### config.mk
export PLATFORM = sky130hd
export DESIGN_NAME = burst_bus_master
export DESIGN_NICKNAME = d
export VERILOG_FILES = /design/src/rtl/bm_pkg.sv /design/src/rtl/bm_ctrl.sv /design/src/rtl/bm_beat_gen.sv /design/src/rtl/bm_ack_align.sv /design/src/rtl/burst_bus_master.sv
export SDC_FILE = /design/constraint.sdc
export NUM_CORES = 1
export LEC_CHECK = 0
export BUFFER_PORTS_ARGS = -buffer_cell sky130_fd_sc_hd__buf_2
export CORE_AREA = 2 2 98 100
export CTS_BUF_LIST = sky130_fd_sc_hd__clkbuf_4 sky130_fd_sc_hd__clkbuf_8
export DETAILED_ROUTE_END_ITERATION = 10
export DIE_AREA = 0 0 100 102
export GPL_TIMING_DRIVEN = 0
export HOLD_SLACK_MARGIN = 0.03
export PLACE_DENSITY_LB_ADDON = 0.05
export SLEW_MARGIN = 20
export SYNTH_ARGS = -nofsm -noshare
export SYNTH_HDL_FRONTEND = slang
export SYNTH_SLANG_ARGS = --single-unit
### constraint.sdc
create_clock -name clk -period 4.9 [get_ports clk]
set_clock_uncertainty 0.05 [all_clocks]
set_input_delay 0.98 -clock clk [delete_from_list [all_inputs] [get_ports clk]]
set_output_delay 0.98 -clock clk [all_outputs]
set_load 0.05 [all_outputs]
### src/rtl/bm_pkg.sv
package bm_pkg;
   typedef enum logic [2:0] {
      ST_IDLE,
      ST_ARB,
      ST_ADDR,
      ST_DWAIT,
      ST_DATA,
      ST_DONE
   } bm_state_e;
endpackage

### src/rtl/bm_ctrl.sv
module bm_ctrl
   import bm_pkg::*;
(
   input  logic      clk,
   input  logic      rst_n,
   input  logic      req_valid,
   input  logic      bus_grant,
   input  logic      addr_ack,
   input  logic      dbus_grant,
   input  logic      dbus_busy_in,
   input  logic      xfer_ack,
   input  logic      last_beat,
   output bm_state_e state,
   output logic      accept,
   output logic      start_q,
   output logic      beat_adv,
   output logic      beat_clr
);
   bm_state_e nxt;

   always_comb begin
      nxt = state;
      unique case (state)
         ST_IDLE:  if (req_valid)                    nxt = ST_ARB;
         ST_ARB:   if (bus_grant)                    nxt = ST_ADDR;
         ST_ADDR:  if (addr_ack)                     nxt = ST_DWAIT;
         ST_DWAIT: if (dbus_grant && !dbus_busy_in)  nxt = ST_DATA;
         ST_DATA:  if (xfer_ack && last_beat)        nxt = ST_DONE;
         ST_DONE:                                    nxt = ST_IDLE;
         default:                                    nxt = ST_IDLE;
      endcase
   end

   assign accept   = (state == ST_IDLE) && req_valid;
   assign beat_adv = (state == ST_DATA) && xfer_ack;
   assign beat_clr = (state == ST_DWAIT);

   always_ff @(posedge clk or negedge rst_n) begin
      if (!rst_n) begin
         state   <= ST_IDLE;
         start_q <= 1'b0;
      end else begin
         state   <= nxt;
         start_q <= (state == ST_ARB) && bus_grant;
      end
   end
endmodule

### src/rtl/bm_beat_gen.sv
module bm_beat_gen #(
   parameter int ADDR_W  = 32,
   parameter int BYTE_LG = 3,
   parameter int WORD_LG = 3
) (
   input  logic               clk,
   input  logic               rst_n,
   input  logic               clr,
   input  logic               adv,
   input  logic [ADDR_W-1:0]  base,
   input  logic [WORD_LG-1:0] mask,
   input  logic               cwf,
   output logic [ADDR_W-1:0]  beat_addr,
   output logic [WORD_LG-1:0] word,
   output logic               last
);
   localparam logic [ADDR_W-1:0] LOW_M = ADDR_W'((64'd1 << BYTE_LG) - 64'd1);

   logic [WORD_LG-1:0] cnt;
   logic [WORD_LG-1:0] start;
   logic [ADDR_W-1:0]  keep_m;

   assign start  = cwf ? (base[BYTE_LG +: WORD_LG] & mask) : '0;
   assign word   = (start + cnt) & mask;
   assign last   = (cnt == mask);
   assign keep_m = ~((ADDR_W'(mask) << BYTE_LG) | LOW_M);
   assign beat_addr = (base & keep_m) | (ADDR_W'(word) << BYTE_LG);

   always_ff @(posedge clk or negedge rst_n) begin
      if (!rst_n)             cnt <= '0;
      else if (clr)           cnt <= '0;
      else if (adv && !last)  cnt <= cnt + 1'b1;
   end
endmodule

### src/rtl/bm_ack_align.sv
module bm_ack_align #(
   parameter int WORD_LG = 3
) (
   input  logic               clk,
   input  logic               rst_n,
   input  logic               half,
   input  logic               ack_rd,
   input  logic [WORD_LG-1:0] word,
   output logic               rd_strobe,
   output logic [WORD_LG-1:0] rd_word
);
   logic               cap_q;
   logic [WORD_LG-1:0] word_q;

   always_ff @(posedge clk or negedge rst_n) begin
      if (!rst_n) begin
         cap_q  <= 1'b0;
         word_q <= '0;
      end else begin
         cap_q  <= ack_rd && !half;
         word_q <= word;
      end
   end

   assign rd_strobe = half ? ack_rd : cap_q;
   assign rd_word   = half ? word   : word_q;
endmodule

### src/rtl/burst_bus_master.sv
module burst_bus_master
   import bm_pkg::*;
#(
   parameter int ADDR_W      = 32,
   parameter int DATA_W      = 64,
   parameter int SHORT_BEATS = 4,
   parameter int LONG_BEATS  = 8
) (
   input  logic                          clk,
   input  logic                          rst_n,
   input  logic                          cfg_line64,
   input  logic                          cfg_half,
   input  logic                          req_valid,
   input  logic [ADDR_W-1:0]             req_addr,
   input  logic                          req_write,
   input  logic                          req_burst,
   input  logic                          req_inhibit,
   input  logic                          req_itm,
   input  logic                          req_cwf,
   output logic                          req_done,
   output logic                          bus_req,
   input  logic                          bus_grant,
   output logic                          start_strobe,
   output logic                          abus_busy,
   input  logic                          addr_ack,
   output logic                          a_oe,
   output logic [ADDR_W-1:0]             a_addr,
   output logic                          a_write,
   output logic                          a_burst,
   output logic                          a_inval,
   input  logic                          dbus_grant,
   input  logic                          dbus_busy_in,
   output logic                          dbus_busy,
   input  logic                          xfer_ack,
   output logic [ADDR_W-1:0]             beat_addr,
   output logic [$clog2(LONG_BEATS)-1:0] beat_word,
   input  logic [DATA_W-1:0]             wr_data,
   output logic                          d_oe,
   output logic [DATA_W-1:0]             d_out,
   output logic                          rd_strobe,
   output logic [$clog2(LONG_BEATS)-1:0] rd_word
);
   localparam int BYTE_LG = $clog2(DATA_W / 8);
   localparam int WORD_LG = $clog2(LONG_BEATS);

   generate
      if (DATA_W % 8 != 0 || (1 << BYTE_LG) != DATA_W / 8)
         $error("DATA_W must be a power-of-two number of bytes");
      if ((1 << WORD_LG) != LONG_BEATS || SHORT_BEATS > LONG_BEATS || SHORT_BEATS < 1)
         $error("beat counts must be powers of two with SHORT_BEATS <= LONG_BEATS");
      if ((1 << $clog2(SHORT_BEATS)) != SHORT_BEATS)
         $error("SHORT_BEATS must be a power of two");
      if (ADDR_W <= BYTE_LG + WORD_LG)
         $error("ADDR_W too small for the line");
   endgenerate

   bm_state_e          state;
   logic               accept, start_q, beat_adv, beat_clr, last_beat;
   logic [ADDR_W-1:0]  r_addr;
   logic               r_write, r_burst, r_itm, r_cwf, r_long, r_half;
   logic [WORD_LG-1:0] beat_mask;

   always_ff @(posedge clk or negedge rst_n) begin
      if (!rst_n) begin
         r_addr  <= '0;
         r_write <= 1'b0;
         r_burst <= 1'b0;
         r_itm   <= 1'b0;
         r_cwf   <= 1'b0;
         r_long  <= 1'b0;
         r_half  <= 1'b0;
      end else if (accept) begin
         r_addr  <= req_addr;
         r_write <= req_write;
         r_burst <= req_burst && !req_inhibit;
         r_itm   <= req_itm;
         r_cwf   <= req_cwf;
         r_long  <= cfg_line64;
         r_half  <= cfg_half;
      end
   end

   assign beat_mask = !r_burst ? '0 :
                      r_long   ? WORD_LG'(LONG_BEATS - 1) : WORD_LG'(SHORT_BEATS - 1);

   bm_ctrl u_ctrl (
      .clk          (clk),
      .rst_n        (rst_n),
      .req_valid    (req_valid),
      .bus_grant    (bus_grant),
      .addr_ack     (addr_ack),
      .dbus_grant   (dbus_grant),
      .dbus_busy_in (dbus_busy_in),
      .xfer_ack     (xfer_ack),
      .last_beat    (last_beat),
      .state        (state),
      .accept       (accept),
      .start_q      (start_q),
      .beat_adv     (beat_adv),
      .beat_clr     (beat_clr)
   );

   bm_beat_gen #(.ADDR_W(ADDR_W), .BYTE_LG(BYTE_LG), .WORD_LG(WORD_LG)) u_beat (
      .clk       (clk),
      .rst_n     (rst_n),
      .clr       (beat_clr),
      .adv       (beat_adv),
      .base      (r_addr),
      .mask      (beat_mask),
      .cwf       (r_cwf),
      .beat_addr (beat_addr),
      .word      (beat_word),
      .last      (last_beat)
   );

   bm_ack_align #(.WORD_LG(WORD_LG)) u_align (
      .clk       (clk),
      .rst_n     (rst_n),
      .half      (r_half),
      .ack_rd    (beat_adv && !r_write),
      .word      (beat_word),
      .rd_strobe (rd_strobe),
      .rd_word   (rd_word)
   );

   assign bus_req      = (state == ST_ARB);
   assign start_strobe = start_q;
   assign a_oe         = (state == ST_ADDR);
   assign abus_busy    = a_oe;
   assign a_addr       = a_oe ? r_addr : '0;
   assign a_write      = a_oe && r_write;
   assign a_burst      = a_oe && r_burst;
   assign a_inval      = a_oe && r_burst && r_itm && !r_write;
   assign dbus_busy    = (state == ST_DATA);
   assign d_oe         = dbus_busy && r_write;
   assign d_out        = d_oe ? wr_data : '0;
   assign req_done     = (state == ST_DONE);
endmodule

== Word-level counts from Yosys, hierarchy flattened ==
Cells that the tools add are included.
Widths: inputs -> output; s select.

* Output and inout port bits: 145
* Word-level logic and storage cells: 67
* Register bits: 49

* Equality and inequality tests: 11
* Bitwise operators: 5
* Add/sub/neg operators: 2
* Muxes and demuxes: 15
* Reduce and logical (&&, ||, !) cells: 22

{| class="wikitable"
|+ Operators by type and width
! kind !! number
|-
| $mux 64 || 1
|-
| $mux 3 || 11
|-
| $and 32x32->32 || 1
|-
| $mux 32 || 1
|-
| $not 6->32 || 1
|-
| $or 32x6->32 || 1
|-
| $pmux 3 s5 || 1
|-
| $logic_and 1x1->1 || 14
|-
| $and 3x3->3 || 2
|-
| $eq 3x2->1 const B || 2
|-
| $eq 3x3->1 const B || 2
|-
| $ne 2x1->1 const B || 3
|-
| $logic_not 1->1 || 5
|-
| $reduce_and 5->1 || 1
|-
| $ne 2x2->1 const B || 2
|-
| $add 3x1->3 const B || 1
|-
| $add 3x3->3 || 1
|-
| $eq 3x1->1 const B || 1
|-
| $eq 3x3->1 || 1
|-
| $logic_not 3->1 || 1
|-
| $reduce_bool 2->1 || 1
|-
| $mux 1 || 1
|}

== Depth between registers and ports, before layout ==
* Depth in word-level cells: 7
* Gate-level depth with buffers: 9

== Hierarchy ==
A second synthesis with hierarchy kept.

* Cells, all modules: 310
* Area, all modules: 3189.3 sq um

{| class="wikitable"
|+ Modules (own cells, without submodules)
! module !! instances !! area each (sq um) !! sequential area each (sq um) !! cells an instance
|-
| burst_bus_master || 1 || 2187.1 || 950.9 || 199
|-
| bm_beat_gen || 1 || 610.6 || 75.1 || 77
|-
| bm_ctrl || 1 || 237.7 || 100.1 || 25
|-
| bm_ack_align || 1 || 153.9 || 100.1 || 9
|}

== Least setup slack after synthesis ==
Ideal clock, no wire load.

* Path kind: register -> output
* From: register r_burst
* To: output port rd_word[2]
* Path slack: 1.106 ns
* Cell stages (with the launch flop): 10
* Arrival: 2.764 ns
* Cells stage by stage: dfrtp_1 -> clkbuf_1 -> and3_1 -> ha_1 -> inv_1 -> fa_1 -> xor2_1 -> xnor2_1 -> nor2_1 -> mux2_2

* Word-level cells in the longest chain between the ends: 6

{| class="wikitable"
|+ Ends and longest elaborated chain
! item !! RTL line !! source
|-
| start: declaration || burst_bus_master.sv:60 || <nowiki>logic r_write, r_burst, r_itm, r_cwf, r_long, r_half;</nowiki>
|-
| start signal: assignment || burst_bus_master.sv:75 || <nowiki>r_burst <= req_burst && !req_inhibit;</nowiki>
|-
| $mux 3 (*) || burst_bus_master.sv:83 || <nowiki>assign beat_mask = !r_burst ? '0 :</nowiki>
|-
| $and 3x3->3 || bm_beat_gen.sv:23 || <nowiki>assign start = cwf ? (base[BYTE_LG +: WORD_LG] & mask) : '0;</nowiki>
|-
| $mux 3 || bm_beat_gen.sv:23 ||
|-
| $add 3x3->3 || bm_beat_gen.sv:24 || <nowiki>assign word = (start + cnt) & mask;</nowiki>
|-
| $and 3x3->3 (*) || bm_beat_gen.sv:24 ||
|-
| via beat_word[2] || burst_bus_master.sv:36 || <nowiki>output logic [$clog2(LONG_BEATS)-1:0] beat_word,</nowiki>
|-
| $mux 3 (*) || bm_ack_align.sv:26 || <nowiki>assign rd_word = half ? word : word_q;</nowiki>
|-
| end: declaration || burst_bus_master.sv:41 || <nowiki>output logic [$clog2(LONG_BEATS)-1:0] rd_word</nowiki>
|}

The timed path passes the listed nets; every way through them passes the cells marked *.

== Worst setup path after layout ==
* From: register r_burst
* To: output port rd_word[2]

* Word-level cells in the longest chain between the ends: 6

{| class="wikitable"
|+ Ends and longest elaborated chain
! item !! RTL line
|-
| $mux 3 (*) || burst_bus_master.sv:83
|-
| $and 3x3->3 || bm_beat_gen.sv:23
|-
| $mux 3 || bm_beat_gen.sv:23
|-
| $add 3x3->3 || bm_beat_gen.sv:24
|-
| $and 3x3->3 (*) || bm_beat_gen.sv:24
|-
| $mux 3 (*) || bm_ack_align.sv:26
|}

Every way passes the cells marked *; elsewhere a longest branch is shown, timed or not.

==> results.sh <==
export IMPL_status="finished, final reports clean"
export IMPL_grtUsageTotal_pct=17.8
export IMPL_primary_ff_master_synth="sky130_fd_sc_hd__dfrtp_1"
export IMPL_pin_count_of_the_biggest_net_entering_global_routing=50
export IMPL_final_estimated_routing_congestion_in_global_placement=0.814
export IMPL_detail_route_wl_per_cell_um=15.0
export IMPL_fillCellCount=945
export IMPL_tritoncts_num_sinks=49
export IMPL_clock_tree_buffer_depth=2
export IMPL_die_area_um2=10200
export IMPL_post_cts_buffers=0
export IMPL_crit_path_end_kind="output pin"
export IMPL_critical_path_max_fanout=9
export IMPL_row_count=35
export IMPL_leakagePower_uw=0.00266
export IMPL_fin_total_pwr_uw=2960
export IMPL_initial_utilization_pct=33.2
export IMPL_hpwl_after_detailed_placement_mm=8.40
export IMPL_worst_ep_arrival_time_ps=2630
export IMPL_yosysTopAreaCellShare_pct=40.5
export IMPL_finalHoldViolCount=0
export IMPL_gr_total_overflow=0
export IMPL_nets=674
export IMPL_drt_wl_total_mm=10.0
export IMPL_drt_drc=0
export IMPL_fmax_ghz=0.273
export IMPL_setup_viol_count_final=0
export IMPL_post_synth_num_cell_types=35
export IMPL_worst_setup_path_start_kind="flip-flop"
export IMPL_post_route_period_util_pct=74.8
export IMPL_grt_pass1_wl_mm=14.0
export IMPL_postRouteAntennaNets=0
export IMPL_antenna_cells_inserted=0
export IMPL_clk_root_buffer_cell="sky130_fd_sc_hd__clkbuf_8"
export IMPL_synth_largest_area_cell="sky130_fd_sc_hd__dfrtp_1"
export IMPL_cts_hold_repair_buffers=0
export IMPL_vias_cell=4.38
export IMPL_synthArstFlopShare_pct=100
export IMPL_numPortBuffers=252
export IMPL_dpl_cell_area_um2=4440
export IMPL_yosys_top_cells_area="sky130_fd_sc_hd__dfrtp_1 41%, sky130_fd_sc_hd__and2_1 21%, sky130_fd_sc_hd__mux2_2 15%"
export IMPL_drt_iter0_drc=46
export IMPL_finalInstanceArea_um2=4540
export IMPL_worst_hold_check_path_type="reg2reg"
export IMPL_route_vias_total=2939
export IMPL_slew_of_the_pin_with_the_lowest_slew_margin_ps=636
export IMPL_synth_cells=299
export IMPL_grt_antenna_before_repair=0
export IMPL_rsz_0062_raised_after_global_routing="false"
export IMPL_first_pass_iters=4
export IMPL_tritoncts_num_buffers=5
export IMPL_synth_warnings=0
export IMPL_min_period_ps=3660
export IMPL_final_layout_size_suffix_gt1_share_pct=60.4
export IMPL_synth_edf_count=0
export IMPL_vdd_ir_drop_max_uv=363
export IMPL_most_used_standard_cell_by_instance_count_after_synthesis="sky130_fd_sc_hd__and2_1"
export IMPL_first_global_vias=2605
export IMPL_worst_setup_hold_path_clk_slew_ps=90
export IMPL_setup_tns_final_ps=0
export IMPL_cts_htree_levels=2
export IMPL_yosys_register_bits=49
export IMPL_die_height_um=102
export IMPL_worst_rel_slew_slack_pct=57.6
export IMPL_fp_coreArea_um2=9110
export IMPL_clkLatencyLatePin_ps=300
export IMPL_drv_slew=0
export IMPL_post_synth_instance_area_um2=3030
export IMPL_power_density_nw_per_um2=651
export IMPL_synth_seq_area_share_pct=40.5
export IMPL_post_cts_resize_count=0
export IMPL_synth_commonest_cells="101 x sky130_fd_sc_hd__and2_1, 49 x sky130_fd_sc_hd__dfrtp_1, 41 x sky130_fd_sc_hd__mux2_2, 31 x sky130_fd_sc_hd__buf_4, 12 x sky130_fd_sc_hd__clkbuf_1"
export IMPL_syn_to_final_growth_pct=50.2
export IMPL_post_route_util_pct=49.9
export IMPL_timing_setup_critical_path_class="reg2out"
export IMPL_worst_endpoint_required_ps=3870
export IMPL_die_width_um=100
export IMPL_tritoncts="done"
export IMPL_timing_max_cap_violations=0
export IMPL_top_level_ports=256
export IMPL_synth_avg_cell_area_um2=10.1
==> power breakdown <==
part,switching (uW),internal [uW]
sequential,140,580
combinational,1320,626
clock,139,151
total,1600,1360
==> state kept, by name, indices dropped and copies added (netlist names) <==
name / cells
u_ctrl.start_q: 1
r_half: 1
r_write: 1
r_long: 1
u_align.word_q: 3
u_ctrl.state: 3
r_cwf: 1
u_align.cap_q: 1
r_addr: 32
u_beat.cnt: 3
r_itm: 1
r_burst: 1
==> cells in the final DEF, fill, tap and decap left out, types with 2 or more instances in the layout <==
cell type	Yosys	routed
sky130_fd_sc_hd__a21o_1	3	3
sky130_fd_sc_hd__a21oi_1	4	4
sky130_fd_sc_hd__and2_1	101	101
sky130_fd_sc_hd__and3_1	2	2
sky130_fd_sc_hd__and3b_1	3	3
sky130_fd_sc_hd__buf_2	3	254
sky130_fd_sc_hd__buf_4	31	32
sky130_fd_sc_hd__clkbuf_1	12	12
sky130_fd_sc_hd__clkbuf_8	0	5
sky130_fd_sc_hd__conb_1	1	3
sky130_fd_sc_hd__dfrtp_1	49	49
sky130_fd_sc_hd__ha_1	2	2
sky130_fd_sc_hd__inv_1	3	3
sky130_fd_sc_hd__mux2_2	41	41
sky130_fd_sc_hd__mux2i_1	2	2
sky130_fd_sc_hd__nand2_1	5	5
sky130_fd_sc_hd__nand3_1	4	4
sky130_fd_sc_hd__nand3b_1	2	2
sky130_fd_sc_hd__nor2_1	7	7
sky130_fd_sc_hd__nor3_1	4	4
sky130_fd_sc_hd__o21ai_0	4	4
sky130_fd_sc_hd__xnor2_1	2	2
==> final timing paths <==
| kind | from | depth (start not counted) | slack, ps | end |
|---|---|---|---|---|
| max | r_burst | 10 | 1240 | rd_word[2] |
| min in group asynchronous | rst_n | 1 | 660 | r_addr[16] |
| max in group asynchronous | rst_n | 1 | 3730 | r_addr[31] |
| min reg2reg | r_addr[1] | 1 | 460 | r_addr[1] |
| min | r_addr[1] | 1 | 460 | r_addr[1] |
| max reg2reg | r_burst | 8 | 2860 | u_align.word_q[2] |
==> critical path, cell delays in order (launching register included) <==
cell	delay, ps
sky130_fd_sc_hd__dfrtp_1	340
sky130_fd_sc_hd__clkbuf_1	270
sky130_fd_sc_hd__and3_1	210
sky130_fd_sc_hd__ha_1	140
sky130_fd_sc_hd__inv_1	50
sky130_fd_sc_hd__fa_1	390
sky130_fd_sc_hd__xor2_1	160
sky130_fd_sc_hd__xnor2_1	130
sky130_fd_sc_hd__nor2_1	200
sky130_fd_sc_hd__mux2_2	190
sky130_fd_sc_hd__buf_2	250
==> logic make-up after synthesis <==
family | synth area share [%]
AO/OA/AOI/OAI | 3.23
XOR/XNOR | 0.869
adder cells (fa/ha/maj) | 1.49
buffers and inverters | 10.6
flip-flops | 40.5
multiplexers | 15.9
other | 0.124
AND/OR/NAND/NOR | 27.3
==> area by class of cell <==
class / instances / area, um2 / area share, %
multi-input cells: 201 / 1490 / 32.7
clock inverters: 2 / 38.8 / 0.854
inverters: 3 / 11.3 / 0.248
plain buffers: 48 / 309 / 6.80
clock buffers: 5 / 68.8 / 1.51
well taps: 111 / 139 / 3.06
repair buffers: 252 / 1260 / 27.8
flip-flops and latches: 49 / 1230 / 27.0
==> per-layer routing <==
layer | global-route usage (%) | vias up | part of all wire, %
met5 | 0 | - | 0
met1 | 22.9 | 1352 | 41
li1 | - | 1460 | -
met4 | 4.11 | 0 | 1.3
met2 | 29.8 | 116 | 50
met3 | 5.06 | 11 | 7.8
==> per-stage QoR <==
step	std cells	setup slack [ps]	hold slack, ps
after floorplan	301	1110	422
after global placement	664	1550	433
after detailed placement	664	1560	437
after CTS	671	1220	459
after global routing	671	999	463
final	671	1240	456
Power figures use the tool's default switching activity.
